===== src/rtl/cc_pwm_mod.sv =====
module cc_pwm_mod #(
  parameter int DW      = 16,
  parameter int GW      = 8,
  parameter int GFRAC   = 4,
  parameter int CAR_AMP = 2500,
  parameter int DTW     = 8
) (
  input  logic                 clk,
  input  logic                 rst_n,
  input  logic                 en,
  input  logic [GW-1:0]        kp,
  input  logic [DTW-1:0]       dead_clks,
  input  logic signed [DW-1:0] iref_a,
  input  logic signed [DW-1:0] iref_b,
  input  logic signed [DW-1:0] iref_c,
  input  logic signed [DW-1:0] isen_a,
  input  logic signed [DW-1:0] isen_b,
  input  logic signed [DW-1:0] isen_c,
  output logic [2:0]           gate_hi,
  output logic [2:0]           gate_lo
);

  localparam int CW = $clog2(CAR_AMP + 1) + 1;
  localparam int PW = DW + GW + 2;
  localparam logic signed [CW-1:0] C_TOP = CW'(CAR_AMP);
  localparam logic signed [CW-1:0] C_BOT = CW'(-CAR_AMP);
  localparam logic signed [PW-1:0] S_TOP = PW'(CAR_AMP);
  localparam logic signed [PW-1:0] S_BOT = PW'(-CAR_AMP);

  logic signed [DW-1:0] ref_v [3];
  logic signed [DW-1:0] sen_v [3];

  assign ref_v[0] = iref_a;
  assign ref_v[1] = iref_b;
  assign ref_v[2] = iref_c;
  assign sen_v[0] = isen_a;
  assign sen_v[1] = isen_b;
  assign sen_v[2] = isen_c;

  logic signed [CW-1:0] car;
  logic                 car_up;

  always_ff @(posedge clk) begin
    if (!rst_n) begin
      car    <= C_BOT;
      car_up <= 1'b1;
    end else if (car_up) begin
      if (car == C_TOP - CW'(1)) car_up <= 1'b0;
      car <= car + CW'(1);
    end else begin
      if (car == C_BOT + CW'(1)) car_up <= 1'b1;
      car <= car - CW'(1);
    end
  end

  logic signed [PW-1:0] gain_s;
  assign gain_s = PW'($signed({1'b0, kp}));

  for (genvar k = 0; k < 3; k++) begin : g_leg
    logic signed [DW:0]    err;
    logic signed [PW-1:0]  prod;
    logic signed [PW-1:0]  scl;
    logic signed [CW-1:0]  mod_q;
    logic                  want;
    logic                  st;
    logic [DTW-1:0]        cnt;

    assign err  = $signed({ref_v[k][DW-1], ref_v[k]}) - $signed({sen_v[k][DW-1], sen_v[k]});
    assign prod = PW'(err) * gain_s;
    assign scl  = prod >>> GFRAC;

    always_ff @(posedge clk) begin
      if (!rst_n)            mod_q <= '0;
      else if (scl > S_TOP)  mod_q <= C_TOP;
      else if (scl < S_BOT)  mod_q <= C_BOT;
      else                   mod_q <= CW'(scl);
    end

    assign want = mod_q > car;

    always_ff @(posedge clk) begin
      if (!rst_n) begin
        st  <= 1'b0;
        cnt <= '0;
      end else begin
        st <= want;
        if (!en || want != st) cnt <= dead_clks;
        else if (cnt != '0)    cnt <= cnt - DTW'(1);
      end
    end

    assign gate_hi[k] = rst_n & en &  st & (cnt == '0);
    assign gate_lo[k] = rst_n & en & ~st & (cnt == '0);
  end

endmodule


===== config.mk =====
export PLATFORM = sky130hd
export DESIGN_NAME = cc_pwm_mod
export DESIGN_NICKNAME = d
export VERILOG_FILES = /design/src/rtl/cc_pwm_mod.sv
export SDC_FILE = /design/constraint.sdc
export NUM_CORES = 1
export LEC_CHECK = 0
export BUFFER_PORTS_ARGS = -buffer_cell sky130_fd_sc_hd__buf_4
export CORE_MARGIN = 1.5
export CORE_UTILIZATION = 65
export CTS_BUF_LIST = sky130_fd_sc_hd__clkbuf_4 sky130_fd_sc_hd__clkbuf_8
export DETAILED_ROUTE_END_ITERATION = 12
export GPL_ROUTABILITY_DRIVEN = 0
export PLACE_DENSITY = 0.9
export SETUP_SLACK_MARGIN = 0.15
export SYNTH_ARGS = -nofsm -noshare
export SYNTH_HDL_FRONTEND = slang
export SYNTH_SLANG_ARGS = --single-unit

===== constraint.sdc =====
create_clock -name clk -period 10.97 [get_ports clk]
set_input_delay 0.5485 -clock clk [delete_from_list [all_inputs] [get_ports clk]]
set_output_delay 0.5485 -clock clk [all_outputs]
set_load 0.1 [all_outputs]

==> flow_metrics.tcl <==
set metrics [dict create \
    hold_viol_final 0 \
    regToRegStartpoint "car[1]$_SDFF_PN0_" \
    nets 3423 \
    clockRootBuffer "clkbuf_8" \
    ys_ff_latch 80 \
    dp_worst_setup_slack_ns 1.94 \
    fmax_mhz 114 \
    slew_headroom_pct 29.7 \
    fin_skew_ns 0.0116 \
    core_um2 32700 \
    avgSynthCellArea_um2 8.16 \
    fp.dieH_um 186 \
    drv_cap 0 \
    mostFrequentLayoutCells "576 x inv_1, 328 x fa_1, 273 x nand2_1, 251 x ha_1, 190 x and2_1" \
    clkTransAtPathRegs_ns 0.10 \
    path_delay_family "compound AO/OA/AOI/OAI gates" \
    fin_crit_ns 8.75 \
    initialDrtViolationCount 1012 \
    post_cts_buffers 0 \
    port_buffers 120 \
    finalNonFillerCells 3176 \
    synthFlopType "dfxtp_1" \
    yosysTopAreaCell "fa_1" \
    tightest_slew_ns 1.02 \
    syn_to_final_growth_pct 6.70 \
    async_reset_ff_share_pct 0 \
    r2r_end "g_leg[1].cnt[5]$_SDFFE_PN0P_" \
    rrSetupSlack_ns 7.36 \
    overflow 0 \
    dp.cells 3160 \
    cts_sinks 80 \
    critPathMaxStageDelay_ns 0.86 \
    grt_antenna_before_repair 0 \
    path_class "in -> reg" \
    required_ns 11.29 \
    cp_max_fo 8 \
    groute.usage.overall_pct 30.9 \
    wl_per_cell_um 16.1 \
    finalMaxSlewViolations 0 \
    synth_cell_types 78 \
    holdCritPathClass "in -> reg" \
    die_area_um2 34400 \
    cts_hold_buf 0 \
    layout-drive-gt1-share_pct 5.71 \
    critPathBufInv 5 \
    layout_commonest_cell "inv_1" \
    clockBufferDepth 2 \
    num_antenna_cells 0 \
    holdPathEnd "g_leg[0].cnt[2]$_SDFFE_PN0P_" \
    ys_warn_count 0 \
    post_cts_resized 0 \
    ios 121 \
    synthCells 2655 \
    status "finished clean" \
    via_per_inst 5.73 \
    crit_arrival_ns 9.07 \
    initial_core_util_pct 66.3 \
    synth_nets 3349 \
    grt_first_pass_wirelength_mm 86.6 \
    die_w_um 186 \
    drt_wl_total_mm 51.0 \
    netlist_area_um2 21700 \
    h-tree-depth 3 \
    yosys-top-cells-area "fa_1 30%, ha_1 14%, inv_1 10%" \
    r2r.worst_path.cells 12 \
    via_count 18200 \
    remaining_drc_errors 0 \
    clk_latency_ns 0.40 \
    setup_violations 0 \
    fin_ws_ns 2.22 \
    final.period_utilization_pct 79.8 \
    tns_ns 0 \
    grt_pass1_vias 19300 \
    yosysSeqAreaShare_pct 7.39 \
    min_from "dead_clks[2]" \
    cp_common_cell "fa_1" \
    tritoncts "yes" \
    n_fill_cell 2483 \
    rsz0062_at_grt "no" \
    start_kind "input pin" \
    synth_top_area_share_pct 30.3 \
    holdPathStages 3 \
    drt-pass1-iter-count 5 \
    crit_path_end_kind "register" \
    place_hpwl_mm 41.1 \
    grt_max_degree 55 \
    cts-buffers-inserted 9 \
    synth-edff-count 0 \
    core.rowCount 66 \
    ant_nets 0 \
    crit_slowest_cell "o41ai_1" \
]
## sequential cells by signal, indices dropped and copies added (netlist names)
register     flops
g_leg.st         3
g_leg.mod_q     39
car             13
car_up           1
g_leg.cnt       24
## cells in the mapped netlist (15+ instances only)
| cell type | instances |
|---|---|
| clkbuf_1 | 58 |
| xnor2_1 | 81 |
| nand3_1 | 27 |
| a21o_1 | 33 |
| nor2b_1 | 54 |
| o21a_1 | 25 |
| dfxtp_1 | 80 |
| a21oi_1 | 119 |
| nor2_1 | 129 |
| ha_1 | 251 |
| nand4_1 | 21 |
| inv_1 | 576 |
| nand2_1 | 273 |
| or3_1 | 15 |
| o21ai_0 | 40 |
| nand2b_1 | 26 |
| and2_1 | 190 |
| xor2_1 | 49 |
| o21ai_1 | 31 |
| mux2i_1 | 16 |
| fa_1 | 328 |
| nor3_1 | 40 |
## metal layers
layer / up-vias / wire [um] / track usage (%)
met1: 8874 / 20700 / 37.3
met5: - / 0 / 0
li1: 8522 / - / -
met2: 664 / 26000 / 56.4
met3: 129 / 2910 / 3.74
met4: 0 / 1350 / 10.9
## metrics by stage
step           utilization [%]  hold slack [ns]  cell area, um^2
2_1_floorplan                -            0.481            21700
3_5_place_dp              70.1            0.508            22900
5_1_grt                   70.7            0.420            23100
4_1_cts                   70.7            0.407            23100
6_report                  70.7            0.411            23100
3_3_place_gp              70.1            0.500            22900
## final cells by class
class	instances	area, um^2	area share (%)
inverters	578	2170	9.38
well taps	442	553	2.39
multi-input cells	1939	17700	76.5
flip-flops and latches	80	1600	6.93
clock buffers	9	124	0.536
repair buffers	121	908	3.93
clock inverters	7	85.1	0.368
## how the worst max path moves through the flow
| stage | depth (start not counted) | start | endpoint |
|---|---|---|---|
| after floorplan | 31 | isen_a[2] | g_leg[0].mod_q[11]$_SDFF_PN0_ |
| after global placement | 33 | iref_c[0] | g_leg[2].mod_q[8]$_SDFF_PN0_ |
| after detailed placement | 33 | iref_c[0] | g_leg[2].mod_q[8]$_SDFF_PN0_ |
| after CTS | 33 | iref_c[0] | g_leg[2].mod_q[8]$_SDFF_PN0_ |
| after global routing | 33 | iref_c[0] | g_leg[2].mod_q[8]$_SDFF_PN0_ |
| final | 33 | iref_c[0] | g_leg[2].mod_q[8]$_SDFF_PN0_ |
## cells by family (layout without fill, tap and decap cells)
group           Yosys count  after routing  share of synthesized area (%)
flops                    80             80                           7.39
xor+xnor                130            130                           5.26
compound gates          378            378                           11.4
fa+ha+maj               579            579                           44.8
buf+inv                 636            715                           11.0
simple gates            835            835                           19.3
mux                      17             17                          0.791
## worst min-delay path, stage by stage
cell	delay, ns
buf_4	0.12
nand2_1	0.05
a21oi_1	0.05
Power is not shown: default switching activity piles up to over one toggle a cycle in this logic, so the estimate is an artifact.
